==> config.mk <==
export PLATFORM = sky130hd
export DESIGN_NAME = llsc_monitor
export DESIGN_NICKNAME = d
export VERILOG_FILES = /design/src/rtl/llsc_pkg.sv /design/src/rtl/llsc_resv_slot.sv /design/src/rtl/llsc_sc_arbiter.sv /design/src/rtl/llsc_monitor.sv
export SDC_FILE = /design/constraint.sdc
export NUM_CORES = 1
export LEC_CHECK = 0
export BUFFER_PORTS_ARGS = -buffer_cell sky130_fd_sc_hd__buf_2
export CAP_MARGIN = 40
export CORE_MARGIN = 2
export CORE_UTILIZATION = 34
export CTS_CLUSTER_SIZE = 40
export DETAILED_ROUTE_END_ITERATION = 16
export MAX_ROUTING_LAYER = met4
export SYNTH_ARGS = -nofsm -noshare
export SYNTH_HDL_FRONTEND = slang
export SYNTH_SLANG_ARGS = --single-unit
==> constraint.sdc <==
create_clock -name clk -period 1.9 [get_ports clk]
set_input_delay 0.475 -clock clk [delete_from_list [all_inputs] [get_ports clk]]
set_output_delay 0.475 -clock clk [all_outputs]
set_load 0.1 [all_outputs]
==> src/rtl/llsc_pkg.sv <==
package llsc_pkg;

    typedef enum logic [1:0] {
        OP_IDLE     = 2'b00,
        OP_LOCK_LD  = 2'b01,
        OP_COND_ST  = 2'b10,
        OP_PLAIN_ST = 2'b11
    } mem_op_e;

    typedef struct packed {
        logic lock_ld;
        logic cond_st;
        logic plain_st;
    } op_dec_t;

    function automatic op_dec_t decode_op(input logic [1:0] code);
        op_dec_t d;
        d.lock_ld  = (mem_op_e'(code) == OP_LOCK_LD);
        d.cond_st  = (mem_op_e'(code) == OP_COND_ST);
        d.plain_st = (mem_op_e'(code) == OP_PLAIN_ST);
        return d;
    endfunction

endpackage

==> src/rtl/llsc_resv_slot.sv <==
module llsc_resv_slot #(
    parameter int GRAN_W = 26
) (
    input  logic              clk,
    input  logic              rst,
    input  logic              set_i,
    input  logic [GRAN_W-1:0] gran_i,
    input  logic              drop_i,
    output logic              flag_o,
    output logic [GRAN_W-1:0] gran_o
);

    always_ff @(posedge clk) begin
        if (rst) begin
            flag_o <= 1'b0;
            gran_o <= '0;
        end else if (set_i) begin
            flag_o <= 1'b1;
            gran_o <= gran_i;
        end else if (drop_i) begin
            flag_o <= 1'b0;
        end
    end

    AST_LL_CAPTURE: assert property (@(posedge clk) disable iff (rst)
        set_i |=> (flag_o && gran_o == $past(gran_i)));

    AST_DROP_CLEARS: assert property (@(posedge clk) disable iff (rst)
        (drop_i && !set_i) |=> !flag_o);

endmodule

==> src/rtl/llsc_sc_arbiter.sv <==
module llsc_sc_arbiter #(
    parameter int N = 4
) (
    input  logic         clk,
    input  logic         rst,
    input  logic [N-1:0] cand_i,
    output logic [N-1:0] grant_o
);

    always_comb begin
        logic taken;
        taken   = 1'b0;
        grant_o = '0;
        for (int i = 0; i < N; i++) begin
            if (cand_i[i] && !taken) begin
                grant_o[i] = 1'b1;
                taken      = 1'b1;
            end
        end
    end

    AST_GRANT_SINGLE: assert property (@(posedge clk) disable iff (rst)
        $onehot0(grant_o));

    AST_GRANT_NEEDS_RESV: assert property (@(posedge clk) disable iff (rst)
        (grant_o & ~cand_i) == '0);

endmodule

==> src/rtl/llsc_monitor.sv <==
module llsc_monitor
    import llsc_pkg::*;
#(
    parameter int NUM_PORTS = 4,
    parameter int ADDR_W    = 32,
    parameter int DATA_W    = 64,
    parameter int GRAN_BITS = 6
) (
    input  logic                        clk,
    input  logic                        rst,
    input  logic [2*NUM_PORTS-1:0]      req_op,
    input  logic [NUM_PORTS*ADDR_W-1:0] req_addr,
    output logic [NUM_PORTS-1:0]        mem_we,
    output logic [NUM_PORTS-1:0]        sc_done,
    output logic [NUM_PORTS*DATA_W-1:0] sc_status
);

    localparam int GRAN_W = ADDR_W - GRAN_BITS;

    op_dec_t             dec      [NUM_PORTS];
    logic [GRAN_W-1:0]   req_gran [NUM_PORTS];
    logic [GRAN_W-1:0]   resv_gran[NUM_PORTS];
    logic [NUM_PORTS-1:0] resv_flag;
    logic [NUM_PORTS-1:0] ll_vec;
    logic [NUM_PORTS-1:0] cand;
    logic [NUM_PORTS-1:0] grant;
    logic [NUM_PORTS-1:0] snoop_hit;
    logic                 any_commit;

    for (genvar p = 0; p < NUM_PORTS; p++) begin : g_dec
        assign dec[p]      = decode_op(req_op[2*p +: 2]);
        assign req_gran[p] = req_addr[p*ADDR_W + GRAN_BITS +: GRAN_W];
        assign ll_vec[p]   = dec[p].lock_ld;
        assign cand[p]     = dec[p].cond_st && resv_flag[p];
    end

    llsc_sc_arbiter #(.N(NUM_PORTS)) u_arb (
        .clk     (clk),
        .rst     (rst),
        .cand_i  (cand),
        .grant_o (grant)
    );

    assign any_commit = |grant;

    always_comb begin
        snoop_hit = '0;
        for (int s = 0; s < NUM_PORTS; s++) begin
            for (int j = 0; j < NUM_PORTS; j++) begin
                if (dec[j].plain_st && req_gran[j] == resv_gran[s])
                    snoop_hit[s] = 1'b1;
            end
        end
    end

    for (genvar p = 0; p < NUM_PORTS; p++) begin : g_slot
        llsc_resv_slot #(.GRAN_W(GRAN_W)) u_slot (
            .clk    (clk),
            .rst    (rst),
            .set_i  (dec[p].lock_ld),
            .gran_i (req_gran[p]),
            .drop_i (any_commit || snoop_hit[p]),
            .flag_o (resv_flag[p]),
            .gran_o (resv_gran[p])
        );

        assign mem_we[p]                       = dec[p].plain_st || grant[p];
        assign sc_done[p]                      = dec[p].cond_st;
        assign sc_status[p*DATA_W +: DATA_W]   = DATA_W'(grant[p]);

        AST_NO_RESV_NO_WRITE: assert property (@(posedge clk) disable iff (rst)
            (dec[p].cond_st && !resv_flag[p]) |->
            (!mem_we[p] && sc_status[p*DATA_W +: DATA_W] == '0));

        AST_RESV_COMMITS_ALONE: assert property (@(posedge clk) disable iff (rst)
            (dec[p].cond_st && resv_flag[p] && p == 0) |->
            (mem_we[p] && sc_status[p*DATA_W +: DATA_W] == DATA_W'(1)));

        if (p > 0) begin : g_prio
            AST_LOWER_WINS: assert property (@(posedge clk) disable iff (rst)
                (|cand[p-1:0]) |-> !grant[p]);
        end
    end

    AST_COMMIT_CLEARS_ALL: assert property (@(posedge clk) disable iff (rst)
        (any_commit && ll_vec == '0) |=> (resv_flag == '0));

    AST_LL_SURVIVES: assert property (@(posedge clk) disable iff (rst)
        (any_commit && ll_vec != '0) |=> ((resv_flag & $past(ll_vec)) == $past(ll_vec)));

endmodule

==> metrics list <==
* Outcome: finished with violations
- Violations in the final reports: setup timing
- The library cell used most frequently in the layout, excluding fill and tap cells, is sky130_fd_sc_hd__xor2_1.
* Skew-Pair Late Insertion Delay: 0.37 ns
- GR Overflow Total: 0
- Fin. Hold Viols: 0
- NetSw: around 4.9 mW
- Main combinational cell family by area after synthesis: XOR/XNOR gates
- Once layout is done, the placed cells without fillers occupy 14100 um^2.
- Peak per-stage delay on the critical path: between 0.3 and 0.4 ns
- TritonCTS built the clock tree.
- Most frequent cells in the layout: sky130_fd_sc_hd__xor2_1 (372), sky130_fd_sc_hd__conb_1 (252), sky130_fd_sc_hd__buf_4 (244)
- Using the TritonRoute via totals, the vias-per-cell ratio works out to 4.82.
- Routed via count: 10400
- Global routing consumed, over all layers together, approximately a third of the routing resources.
- CP startpoint kind: flop
* Final weighted congestion in routability-driven placement: 1.13
- The number of global-route vias before repair was 9596.
- around 400 I/O pins were placed.
- IO buf count: 125
* Half-perimeter wire length after placement: 47.2 mm
- Clock net sink count: 108
- The worst pin sits at a relative slew slack of between 60% and 70%.
- Proportion of netlist area held by the largest area contributor: 28.3%
- Drt first-iter violations: 1277
- The cell area that synthesis handed to floorplanning was 11500 um^2.
- Clock buffer depth: 2
* Worst path cell trace: nand3b_1, buf_12, nand3_4, o21ai_4, buf_12
- Total power per unit cell area: approximately 670 nW/um^2
* Compound-gate portion of the synthesized area: 5.49%
* Diodes inserted: 0
* Yosys warns: 0
- Of the total synthesized cell area, the portion taken by XOR and XNOR cells is 31.6%.
* Pre-CTS setup slack: -0.384 ns
- Number of distinct library cell variants in the gate-level netlist after synthesis: 29
- Htree depth: 3
- Worst Path Class, Setup: reg -> out
- After synthesis, the mean cell area works out to 7.59 um^2.
* Area Growth Syn to Fin: 22.5%
- In the post-synthesis netlist, the biggest area contributors are sky130_fd_sc_hd__xor2_1 (28%), sky130_fd_sc_hd__dfxtp_1 (19%), sky130_fd_sc_hd__buf_4 (17%).
- In this run the remaining antenna-violating nets after routing total 0.
* RSZ-0062 raised after global routing: yes
- The largest individual stage delay along the critical path comes from the cell sky130_fd_sc_hd__dfxtp_4.
* Hold buffer count at CTS: 0
- Drt total wl: between 50 and 60 mm
- First-pass GRT wire length: 77.7 mm
- For this run, the number of standard cells in the final layout without fillers is approximately 2200.
- Final-layout fill cell count: 3471
- The worst setup path is captured at a primary output.
* Flop pwr share: 26.8%
- CP delay by family, top: flip-flops
- CTS root buf: sky130_fd_sc_hd__clkbuf_16
- Largest net degree at the start of global routing: between 50 and 60
* Final Skew: 0.00796 ns
* Y dimension of the die: 188 um
- At the worst endpoint, the arrival time is 1.56 ns.
* Floorplan die width: 188 um
* Placement Rows: 67
- At the worst endpoint, the required time is 1.42 ns.
- The number of antenna violations at the first check in global routing was 2.
- Simple logic cell fraction of the synthesized area: 16.1%
- Cells with a size suffix above 1 make up between 20% and 30% of the layout.
- Final min period: roughly 2 ns
- Buffers inserted during clock tree synthesis total 9.
- Of the total synthesized cell area, the portion taken by full adders, half adders and majority gates is 0%.
- Proportion of total power due to net switching: 51.8%
- Internal power consumption: around 4.5 mW
- Tot Pwr: 9.40 mW
* Hold Crit Class: in -> reg
- Part of the power in the clock network: 22.1%
- The first detailed-routing pass took 5 iterations.
- Fmax: 0.491 GHz
- Count of buffering cells on the critical path with inverters included: 2
- In this design, the critical path's most frequently occurring cell is sky130_fd_sc_hd__buf_12.
- Core region area: 33400 um^2
* Portion of netlist area occupied by mux cells: 0%
- In the final timing run, aggregate negative setup slack is -0.519 ns.
* Cell leakage power: just under 7 nW
* Area of the die: approximately 35000 um^2
- In this run the cell area measured after placement is 13800 um^2.
- After clock tree synthesis, the clock-pin slew on the worst setup and hold paths is 0.08 ns.
- Synthesized flop and latch total: 108
- The largest total area in the synthesized netlist belongs to sky130_fd_sc_hd__xor2_1.
- Layout net count: 1852
* Final setup margin: -0.137 ns
- Of the total power, combinational logic draws 51.1%.
- Sequential cells were found to cover a little under a fifth of the synthesized design area.
- Setup violations remaining at the end of the flow were counted as 6.
- MaxCap Viol Count: 0
- At the pin with the least slew margin, the transition time is 0.568 ns.
- After layout, the worst path uses 107% of the clock period.
- Counting every instance in the synthesized netlist gives approximately 1500.
- The number of max-slew violations in the final report is 0.
- The initial utilization of the core area, before any placement, comes to between 30% and 40%.
- After detailed placement, the design holds a cell count of 2154.
* Number of DRC violations after detailed routing: 0
- Hold timing on the final database bottoms out at a slack of 0.377 ns.
- IR Drop Worst-Case VDD: between 0.5 and 0.6 mV
- Of all nets on the critical path, the largest fanout is 3.
- Cells fill around 42% of the core in the end.
* Routed length per instance: 26.9 um
[worst reg2reg max path: stages, from the launching register on]
cell	delay [ns]
sky130_fd_sc_hd__dfxtp_1	0.54
sky130_fd_sc_hd__xor2_1	0.13
sky130_fd_sc_hd__nor4_1	0.42
sky130_fd_sc_hd__nand4_1	0.23
sky130_fd_sc_hd__o22ai_2	0.28
sky130_fd_sc_hd__o32ai_2	0.15
[logic make-up after synthesis]
group                     count (synthesis)
buffers and inverters                   497
xor gates and xnor gates                416
and+or+nand+nor                         378
AOI/OAI and AO/OA                       120
DFF                                     108
other                                     1
[final timing paths]
check / slack, ns / to / startpoint / depth (start not counted)
max: -0.14 / mem_we[3] / g_slot[2].u_slot.flag_o$_SDFFE_PP0P_ / 5
min: 0.38 / g_slot[2].u_slot.gran_o[20]$_SDFFE_PP0P_ / req_addr[90] / 3
max reg2reg: 0.02 / g_slot[0].u_slot.flag_o$_SDFFE_PP0P_ / g_slot[0].u_slot.gran_o[19]$_SDFFE_PP0P_ / 5
min reg2reg: 0.46 / g_slot[2].u_slot.gran_o[17]$_SDFFE_PP0P_ / g_slot[2].u_slot.gran_o[17]$_SDFFE_PP0P_ / 2
[power groups by stage]
| stage | Sequential, mW | Clock, mW | Combinational [mW] |
|---|---|---|---|
| floorplan | 2.44 | 0 | 4.00 |
| global placement | 2.55 | 0 | 4.75 |
| detailed placement | 2.55 | 0 | 4.75 |
| CTS | 2.51 | 2.10 | 4.76 |
| global route | 2.53 | 2.17 | 4.93 |
| finish | 2.52 | 2.08 | 4.80 |
[state kept, by name, indices dropped and copies added (netlist names)]
| register | cells |
|---|---|
| g_slot.u_slot.flag_o | 4 |
| g_slot.u_slot.gran_o | 104 |
[per-layer routing]
layer / part of all wire [%] / wire (um) / track usage (%) / vias up
met2: 43 / 25100 / 48.9 / 727
met1: 42 / 24200 / 43.5 / 4962
li1: - / - / - / 4629
met4: 6.2 / 3630 / 17.0 / 0
met3: 9.2 / 5370 / 5.17 / 125
met5: 0 / 0 / - / -
[area by class of cell]
cell class	count	area (um^2)	area share (%)
clock buffers	11	233	1.65
clock inverters	5	61.3	0.434
inverters	1	6.26	0.0443
multi-input cells	1166	7240	51.3
flip-flops and latches	108	2190	15.5
well taps	448	561	3.97
repair buffers	428	3820	27.1
[cell usage after synthesis (all sizes together)]
| cell type | count |
|---|---|
| nor2b | 8 |
| o21ai | 3 |
| nor3b | 1 |
| o21a | 1 |
| nand4 | 24 |
| o32ai | 4 |
| o22ai | 4 |
| nor3 | 12 |
| nor4 | 92 |
| buf | 465 |
| dfxtp | 108 |
| o211ai | 4 |
| nand3b | 3 |
| xor2 | 372 |
| nand3 | 17 |
| nand2b | 3 |
| conb | 1 |
| nand2 | 214 |
| a21oi | 104 |
| xnor2 | 44 |
| clkbuf | 31 |
| inv | 1 |
| or2b | 1 |
| nor2 | 3 |
[what timing repair did]
action | CTS | global route
endpoints found under the setup margin | 10 | 11
gates resized for setup | 18 | 16
pin swaps | 7 | 17
buffers inserted | 2 | 1
(Power assumes the default switching activity.)
